`config.mk`:
```
export PLATFORM = sky130hd
export DESIGN_NAME = frame_align_eval
export DESIGN_NICKNAME = d
export VERILOG_FILES = /design/src/rtl/frame_align_pkg.sv /design/src/rtl/frame_align_ctrl.sv /design/src/rtl/frame_align_dpath.sv /design/src/rtl/frame_align_eval.sv
export SDC_FILE = /design/constraint.sdc
export NUM_CORES = 1
export LEC_CHECK = 0
export ABC_CLOCK_PERIOD_IN_PS = 3500
export BUFFER_PORTS_ARGS = -buffer_cell sky130_fd_sc_hd__buf_2
export CAP_MARGIN = 30
export CORE_ASPECT_RATIO = 1.25
export CORE_MARGIN = 2
export CORE_UTILIZATION = 34
export DETAILED_ROUTE_END_ITERATION = 7
export PLACE_DENSITY = 0.47
export SLEW_MARGIN = 20
export SYNTH_ARGS = -nofsm -noshare
export SYNTH_HDL_FRONTEND = slang
export SYNTH_SLANG_ARGS = --single-unit
```
`constraint.sdc`:
```
create_clock -name clk -period 3.5 [get_ports clk]
set_clock_uncertainty 0.1 [all_clocks]
set_input_delay 0 -clock clk [delete_from_list [all_inputs] [get_ports clk]]
set_output_delay 0 -clock clk [all_outputs]
set_load 0.1 [all_outputs]
```
`src/rtl/frame_align_pkg.sv`:
```
package frame_align_pkg;

  // Strobes from the control FSM to the measurement datapath
  typedef struct packed {
    logic clear;   // opening frame pulse: restart counter and capture
    logic count;   // window running: advance the cycle counter
    logic window;  // an edge seen this cycle may be captured
    logic finish;  // window closed: publish the captured value
    logic drop;    // measurement abandoned or acknowledged: clear result
  } evalStrobe_t;

  typedef enum logic [1:0] {
    ST_IDLE = 2'd0,
    ST_SYNC = 2'd1,
    ST_MEAS = 2'd2,
    ST_DONE = 2'd3
  } evalState_t;

endpackage

```
`src/rtl/frame_align_ctrl.sv`:
```
module frame_align_ctrl
  import frame_align_pkg::*;
#(
  parameter int EVAL_FRAMES = 2
) (
  input  logic        clk,
  input  logic        rstN,
  input  logic        frameStart,
  input  logic        startBit,
  output evalStrobe_t strb,
  output logic        done
);

  localparam int FC_W = (EVAL_FRAMES > 1) ? $clog2(EVAL_FRAMES) : 1;
  localparam logic [FC_W-1:0] LAST_FRAME = FC_W'(EVAL_FRAMES - 1);

  evalState_t      stateQ, stateD;
  logic [FC_W-1:0] frameCntQ, frameCntD;
  logic            startQ;
  logic            lowWholeQ;  // start low ever since the last frame pulse
  logic            armedQ;     // a full low frame has been observed
  logic            startRise;

  assign startRise = startBit && !startQ;
  assign done      = (stateQ == ST_DONE);

  // Arming: needs start low across one complete frame
  always_ff @(posedge clk) begin
    if (!rstN) begin
      startQ    <= 1'b0;
      lowWholeQ <= 1'b0;
      armedQ    <= 1'b0;
    end else begin
      startQ <= startBit;
      if (startBit) begin
        lowWholeQ <= 1'b0;
        armedQ    <= 1'b0;
      end else if (frameStart) begin
        armedQ    <= armedQ | lowWholeQ;
        lowWholeQ <= 1'b1;
      end
    end
  end

  always_comb begin
    stateD    = stateQ;
    frameCntD = frameCntQ;
    strb      = '0;
    unique case (stateQ)
      ST_IDLE: begin
        if (startRise && armedQ) stateD = ST_SYNC;
      end
      ST_SYNC: begin
        if (!startBit) begin
          stateD    = ST_IDLE;
          strb.drop = 1'b1;
        end else if (frameStart) begin
          stateD      = ST_MEAS;
          frameCntD   = '0;
          strb.clear  = 1'b1;
          strb.window = 1'b1;
        end
      end
      ST_MEAS: begin
        if (!startBit) begin
          stateD    = ST_IDLE;
          strb.drop = 1'b1;
        end else begin
          strb.count = 1'b1;
          if (frameStart && (frameCntQ == LAST_FRAME)) begin
            stateD      = ST_DONE;
            strb.finish = 1'b1;
          end else begin
            strb.window = 1'b1;
            if (frameStart) frameCntD = frameCntQ + 1'b1;
          end
        end
      end
      ST_DONE: begin
        if (!startBit) begin
          stateD    = ST_IDLE;
          strb.drop = 1'b1;
        end
      end
      default: stateD = ST_IDLE;
    endcase
  end

  always_ff @(posedge clk) begin
    if (!rstN) begin
      stateQ    <= ST_IDLE;
      frameCntQ <= '0;
    end else begin
      stateQ    <= stateD;
      frameCntQ <= frameCntD;
    end
  end

  AST_UNARMED_IGNORED: assert property (@(posedge clk) disable iff (!rstN)
    (stateQ == ST_IDLE && startRise && !armedQ) |=> (stateQ == ST_IDLE));

  AST_DONE_ON_FRAME: assert property (@(posedge clk) disable iff (!rstN)
    $rose(done) |-> $past(frameStart));

  AST_DONE_HOLDS: assert property (@(posedge clk) disable iff (!rstN)
    (done && startBit) |=> done);

  AST_DONE_DROPS: assert property (@(posedge clk) disable iff (!rstN)
    !startBit |=> !done);

  AST_ABORT_TO_IDLE: assert property (@(posedge clk) disable iff (!rstN)
    ((stateQ == ST_SYNC || stateQ == ST_MEAS) && !startBit) |=> (stateQ == ST_IDLE));

endmodule

```
`src/rtl/frame_align_dpath.sv`:
```
module frame_align_dpath
  import frame_align_pkg::*;
#(
  parameter int OFFSET_W = 12
) (
  input  logic                clk,
  input  logic                rstN,
  input  logic                measPulse,
  input  evalStrobe_t         strb,
  output logic [OFFSET_W-1:0] offset
);

  localparam logic [OFFSET_W-1:0] SAT_VAL = '1;

  logic                measQ;
  logic                measRise;
  logic [OFFSET_W-1:0] cntQ;
  logic [OFFSET_W-1:0] capturedQ;
  logic                gotItQ;
  logic [OFFSET_W-1:0] resultQ;

  assign measRise = measPulse && !measQ;
  assign offset   = resultQ;

  // Cycles since the opening frame pulse, saturating
  always_ff @(posedge clk) begin
    if (!rstN) begin
      measQ <= 1'b0;
      cntQ  <= '0;
    end else begin
      measQ <= measPulse;
      if (strb.clear)
        cntQ <= OFFSET_W'(1);
      else if (strb.count && cntQ != SAT_VAL)
        cntQ <= cntQ + 1'b1;
    end
  end

  // First-edge capture; all ones stands for "no edge yet"
  always_ff @(posedge clk) begin
    if (!rstN) begin
      gotItQ    <= 1'b0;
      capturedQ <= SAT_VAL;
    end else if (strb.clear) begin
      gotItQ    <= measRise;
      capturedQ <= measRise ? '0 : SAT_VAL;
    end else if (strb.window && measRise && !gotItQ) begin
      gotItQ    <= 1'b1;
      capturedQ <= cntQ;
    end
  end

  always_ff @(posedge clk) begin
    if (!rstN)            resultQ <= '0;
    else if (strb.drop)   resultQ <= '0;
    else if (strb.finish) resultQ <= capturedQ;
  end

  AST_FIRST_EDGE_ONLY: assert property (@(posedge clk) disable iff (!rstN)
    (gotItQ && !strb.clear) |=> $stable(capturedQ));

  AST_NO_OVERFLOW: assert property (@(posedge clk) disable iff (!rstN)
    (strb.count && !strb.clear && cntQ == SAT_VAL) |=> (cntQ == SAT_VAL));

  AST_STROBES_EXCLUSIVE: assert property (@(posedge clk) disable iff (!rstN)
    $countones({strb.clear, strb.finish, strb.drop}) <= 1);

endmodule

```
`src/rtl/frame_align_eval.sv`:
```
module frame_align_eval
  import frame_align_pkg::*;
#(
  parameter int OFFSET_W    = 12,
  parameter int EVAL_FRAMES = 2
) (
  input  logic              clk,
  input  logic              rstN,
  input  logic              frameStart,
  input  logic              measPulse,
  input  logic              startBit,
  output logic [OFFSET_W:0] alignStatus
);

  evalStrobe_t         strb;
  logic                done;
  logic [OFFSET_W-1:0] offset;

  frame_align_ctrl #(
    .EVAL_FRAMES(EVAL_FRAMES)
  ) u_ctrl (
    .clk        (clk),
    .rstN       (rstN),
    .frameStart (frameStart),
    .startBit   (startBit),
    .strb       (strb),
    .done       (done)
  );

  frame_align_dpath #(
    .OFFSET_W(OFFSET_W)
  ) u_dpath (
    .clk       (clk),
    .rstN      (rstN),
    .measPulse (measPulse),
    .strb      (strb),
    .offset    (offset)
  );

  assign alignStatus = {done, offset};

endmodule

```
==> results of run 1 <==
## state kept, by name, summed over array words and instances, names as in the netlist
register	cells
u_dpath.capturedQ	12
u_dpath.cntQ	12
u_dpath.offset	12
u_ctrl.stateQ	2
u_ctrl.armedQ	1
u_ctrl.frameCntQ	1
u_ctrl.lowWholeQ	1
u_ctrl.startQ	1
u_dpath.gotItQ	1
u_dpath.measQ	1
## through the flow
step                      area, um2  power, mW
after global placement         2190      0.583
after floorplan                2090      0.571
after global routing           2330       1.02
after CTS                      2330      0.996
after detailed placement       2190      0.582
final                          2330      0.979
## layer usage
metal  GRT usage  up-vias
li1            -      827
met1       0.194      733
met2       0.217       16
met3      0.0366        6
met4      0.0455        0
met5           0        -
## cells by family (layout without fill, tap and decap cells)
family          Yosys count  count (layout)  share of synthesized area
simple gates             90              90                      0.225
mux                       5               5                     0.0246
fa+ha+maj                 6               6                     0.0360
buf+inv                  17              32                     0.0504
xor+xnor                  2               2                    0.00840
compound gates           59              59                      0.233
flops                    44              44                      0.422
## layout by cell type (no fill, tap or decap), types with 2 or more instances in the layout
cell type / n
xnor2_1: 2
dfxtp_1: 44
a31o_2: 2
o21ai_0: 8
and2_1: 4
and4_1: 2
nor2b_1: 5
a32oi_1: 2
a2bb2oi_2: 10
nand2_1: 39
inv_1: 3
o211ai_1: 2
nand4_1: 5
a21boi_0: 3
dlygate4sd3_1: 3
nor2_1: 12
buf_2: 17
a21oi_1: 20
a211oi_1: 2
clkbuf_8: 5
ha_1: 6
mux2i_1: 4
and3_1: 3
or3_1: 2
nand3_1: 6
## worst max-delay path, cell delays in order, from the launching register on
cell       delay (ns)
dfxtp_1          0.35
inv_1            0.13
ha_1             0.30
and2_1           0.35
and4b_4          0.31
o211a_1          0.46
a2bb2oi_2        0.10
## power breakdown
part / switching (mW) / internal, mW
clock network: 0.191 / 0.215
logic: 0.0352 / 0.0258
registers: 0.00510 / 0.506
total: 0.231 / 0.748
## cell type report
cell class                 instances  share of cell area
multi-input combinational        162               0.472
sequential                        44               0.378
timing repair buffer              21              0.0526
tap                               82              0.0440
clock buffer                       5              0.0295
clock inverter                     3              0.0198
inverter                           3             0.00483
## worst paths after layout
| kind | startpoint | end | slack (ns) | cells past startpoint |
|---|---|---|---|---|
| setup reg to reg | u_ctrl.stateQ[0] | u_dpath.capturedQ[1] | 1.26 | 6 |
| hold / removal | rstN | u_ctrl.stateQ[0] | 0.01 | 2 |
| hold reg to reg | u_dpath.offset[5] | u_dpath.offset[5] | 0.36 | 2 |
| setup / recovery | u_ctrl.stateQ[0] | u_dpath.capturedQ[1] | 1.26 | 6 |
## Yosys cell counts (all sizes together), types with 4 or more instances
library cell / count
a21oi: 20
a2bb2oi: 10
and2: 4
and3: 4
buf: 8
clkbuf: 6
dfxtp: 44
ha: 6
mux2i: 4
nand2: 40
nand3: 7
nand4: 5
nor2: 12
nor2b: 5
o21ai: 8
## repair_timing
action,in CTS,in global routing
setup endpoints to repair,0,0
hold endpoints to repair,5,0
hold buffers,3,0
==> results.json, run 1 <==
{
  "syn-cell-area_mm2": 0.00209,
  "top_layer": "met4",
  "cts.path.max_buffers": 2,
  "synth_area_leader_cell": "dfxtp_1",
  "cp_max_fo": 10,
  "synth_cells": 223,
  "grt.total_usage": 0.142,
  "htree_levels": 2,
  "n_fill_cell": 603,
  "fin_crit_sh": 0.639,
  "portBuffers": 17,
  "first_pass_iters": 4,
  "dp.cells": 309,
  "drc": 0,
  "cp-end-kind": "register",
  "rsz0062_at_grt": "false",
  "initial_core_util": 0.356,
  "whs_ns": 0.0139,
  "fin_tns_setup_ns": 0,
  "pin_count": 18,
  "synth.top_cell.area_share": 0.422,
  "cts_sinks": 44,
  "cap_violations": 0,
  "routed_wl_um": 4300,
  "clk_latency_ns": 0.30,
  "viasPerCell": 4.94,
  "regArea_um2": 881,
  "timing.fmax_mhz": 447,
  "grt_antenna_before_repair": 0,
  "drive_above_1_share": 0.197,
  "grt_overflow_total": 0,
  "diodes": 0,
  "area_growth_pct": 11.8,
  "synthFlopType": "dfxtp_1",
  "synth_enable_flop_cells": 0,
  "critical_path_class": "reg -> reg",
  "placementRows": 31,
  "cts_buffers": 5,
  "setup_viol": 0,
  "dp_hpwl_um": 3020,
  "async_reset_ff_frac": 0,
  "fin_ws_ns": 1.26,
  "wl_met1_um": 2240,
  "clkTransAtPathRegs_ns": 0.09,
  "grt_pass1_wl_um": 7650,
  "multiInputGateArea_mm2": 0.00110,
  "cts_tree": "done",
  "die_height_um": 91.6,
  "min_period_ns": 2.24,
  "post-cts-setup-buffer-count": 0,
  "yosys_warnings": 0,
  "p_leak_nw": 0.822,
  "antenna_left": 0,
  "cp_data_arrival_time_ns": 2.32,
  "die_area_mm2": 0.00678,
  "core_area_mm2": 0.00586,
  "routabilityCongestion": 0.765,
  "final_util": 0.398,
  "pwr_density_cell_mw_per_mm2": 420,
  "grt_max_degree": 20,
  "vias": 1582,
  "wl_met2_um": 1890,
  "final_cells": 320,
  "syn_avg_cell_area_um2": 9.35,
  "synth_cell_types": 51,
  "cts_root_buf": "clkbuf_8",
  "grt_pass1_vias": 1558,
  "drv_slew": 0,
  "synth-seq-cells": 44,
  "worst_slew_pin_slew_ns": 0.489,
  "ys_top_cells_by_area": "dfxtp_1 (42%), a2bb2oi_2 (7.2%), nand2_1 (7.0%), a21oi_1 (4.8%), ha_1 (3.6%)",
  "wl_met3_um": 108,
  "drt_iter0_markers": 51,
  "hold_viol_final": 0,
  "fin_nets": 248,
  "ys_seq_area_frac": 0.422,
  "syn_nets": 234,
  "worst_ep_required_time_ns": 3.58,
  "peakVddDrop_v": 0.000165,
  "ctsResizeCount": 0,
  "relSlewSlack": 0.674,
  "wire_per_inst_um": 13.5,
  "pre_cts_ws_ns": 1.29,
  "outcome": "finished clean",
  "cp-start-kind": "register",
  "hold_path.class": "in -> reg",
  "die_w_um": 74.1
}
(Power assumes the default switching activity.)
==> run 2, diff against run 1 <==
- ABC_CLOCK_PERIOD_IN_PS: 3500 -> 1790
- PLACE_DENSITY: 0.47 -> 0.49
- clock period: 3.5 -> 1.79 ns (I/O delays scaled with it)
==> run 2 against run 1 <==
Setup slack lost 1.2 ns. Global-route usage is 0.27 points lower. Core utilization grew 3.6 points. Routed wire length up 3.0%. Sequential cell count is the same. Sequential share of layout area shrank 3.0 points. Register-to-register slack worse by 1.2 ns. First-iteration DRC count rose by 47%. Total power is 110% higher. Non-clock buffer count grew 21. Design area increased by 9.0%. Worst hold slack better by 0.014 ns. Critical path type unchanged. Critical endpoint is now u_dpath.capturedQ[9]. Highest routed layer unchanged.
==> results.json, run 2 (synthesized netlist as in run 1, its figures left out) <==
{
  "outcome": "finished clean",
  "reg2reg_from": "u_ctrl.stateQ[0]",
  "grt_max_degree": 19,
  "routabilityCongestion": 0.756,
  "cts_buffers": 5,
  "drt_iter0_markers": 75,
  "final_common_cell": "dfxtp_1",
  "pwr_density_cell_mw_per_mm2": 798,
  "fin_crit_sh": 0.967,
  "drv_slew": 0,
  "worst_ep_required_time_ns": 1.88,
  "grt.total_usage": 0.140,
  "wire_per_inst_um": 13.0,
  "regToRegEndpoint": "u_dpath.capturedQ[9]",
  "die_height_um": 91.6,
  "final_cells": 340,
  "whs_ns": 0.0282,
  "n_fill_cell": 591,
  "hold_viol_final": 0,
  "placementRows": 31,
  "place_area_mm2": 0.00235,
  "routed_wl_um": 4440,
  "initial_core_util": 0.356,
  "reg2reg_depth": 7,
  "clk_latency_ns": 0.30,
  "cts_root_buf": "clkbuf_8",
  "grt_pass1_vias": 1546,
  "cts.path.max_buffers": 2,
  "die_area_mm2": 0.00678,
  "cp_max_fo": 10,
  "cp-endpoint": "u_dpath.capturedQ[9]",
  "timing.fmax_mhz": 578,
  "portBuffers": 17,
  "fin_nets": 269,
  "diodes": 0,
  "drive_above_1_share": 0.283,
  "drc": 0,
  "grt_pass1_wl_um": 7420,
  "stdcell_area_mm2": 0.00254,
  "htree_levels": 2,
  "core_area_mm2": 0.00586,
  "cts_sinks": 44,
  "grt_overflow_total": 0,
  "clkTransAtPathRegs_ns": 0.08,
  "viasPerCell": 4.93,
  "pin_count": 18,
  "grt_antenna_before_repair": 0,
  "critPathLaunch": "u_ctrl.stateQ[0]",
  "worst_slew_pin_slew_ns": 0.487,
  "final_util": 0.434,
  "peakVddDrop_v": 0.000398,
  "rrSetupSlack_ns": 0.06,
  "relSlewSlack": 0.677,
  "dp.cells": 329,
  "cts_tree": "done",
  "p_leak_nw": 0.926,
  "vias": 1677,
  "min_period_ns": 1.73,
  "hold_path.class": "in -> reg",
  "final_cell_mix": "dfxtp_1 (42), nand2_1 (38), buf_4 (21)",
  "cp-end-kind": "register",
  "fin_tns_setup_ns": 0,
  "dp_hpwl_um": 3230,
  "area_growth_pct": 21.8,
  "cap_violations": 0,
  "critical_path_class": "reg -> reg",
  "setup_viol": 0,
  "die_w_um": 74.1,
  "cp-start-kind": "register",
  "cp_data_arrival_time_ns": 1.82,
  "first_pass_iters": 4,
  "antenna_left": 0,
  "rsz0062_at_grt": "false"
}
-- run 2: changes by cell type in the layout (fill, tap and decap cells not counted), sizes merged --
cell and delta:
buf +21, bufinv +1, clkinvlp -1, inv -1
-- run 2: timing repair --
item	CTS	global route
resized for setup	1	6
buffers inserted	0	1
endpoints found under the setup margin	10	15
pin swaps	0	2
hold buffers	3	0
endpoints found under the hold margin	4	0
-- run 2: layout make-up --
type / instances / area, um2 / share of cell area
Multi-Input combinational cell: 162 / 1130 / 0.445
Sequential cell: 44 / 883 / 0.348
Timing Repair Buffer: 42 / 284 / 0.112
Tap cell: 82 / 103 / 0.0404
Clock buffer: 5 / 68.8 / 0.0271
Clock inverter: 2 / 60.1 / 0.0236
Inverter: 3 / 11.3 / 0.00443
-- run 2: worst min-delay path by stage --
| stage | from | endpoint | slack [ns] | cells after the start |
|---|---|---|---|---|
| floorplan | measPulse | u_dpath.measQ | 0.02 | 1 |
| global placement | measPulse | u_dpath.measQ | 0.12 | 2 |
| detailed placement | measPulse | u_dpath.measQ | 0.12 | 2 |
| CTS | rstN | u_dpath.cntQ[0] | 0.02 | 2 |
| global route | rstN | u_ctrl.frameCntQ | 0.03 | 2 |
| finish | rstN | u_ctrl.stateQ[0] | 0.03 | 2 |
-- run 2: metrics by stage --
step	setup WS (ns)	total power [mW]
2_1_floorplan	0.0181	1.12
3_3_place_gp	-0.0159	1.15
3_5_place_dp	-0.0380	1.15
4_1_cts	0.0172	2.05
5_1_grt	0.0119	2.12
6_report	0.0594	2.03
-- run 2: worst max-delay path, cell delays in order (launching register included) --
cell,delay [ns]
dfxtp_2,0.37
inv_2,0.07
ha_4,0.16
and2_1,0.17
and4b_4,0.20
buf_4,0.14
a21o_4,0.27
a2bb2oi_2,0.14
-- run 2: power by group --
part           internal (mW)  leakage, nW  switching [mW]
Sequential             0.991        0.357         0.00860
Combinational         0.0593        0.505          0.0735
Clock                  0.550       0.0642           0.346
Total                   1.60        0.926           0.428
-- run 2: layer usage --
layer,vias up,track usage,wire [um]
li1,870,-,-
met3,6,0.0300,109
met5,-,0,0
met2,24,0.215,2030
met1,777,0.187,2210
met4,0,0.0545,83
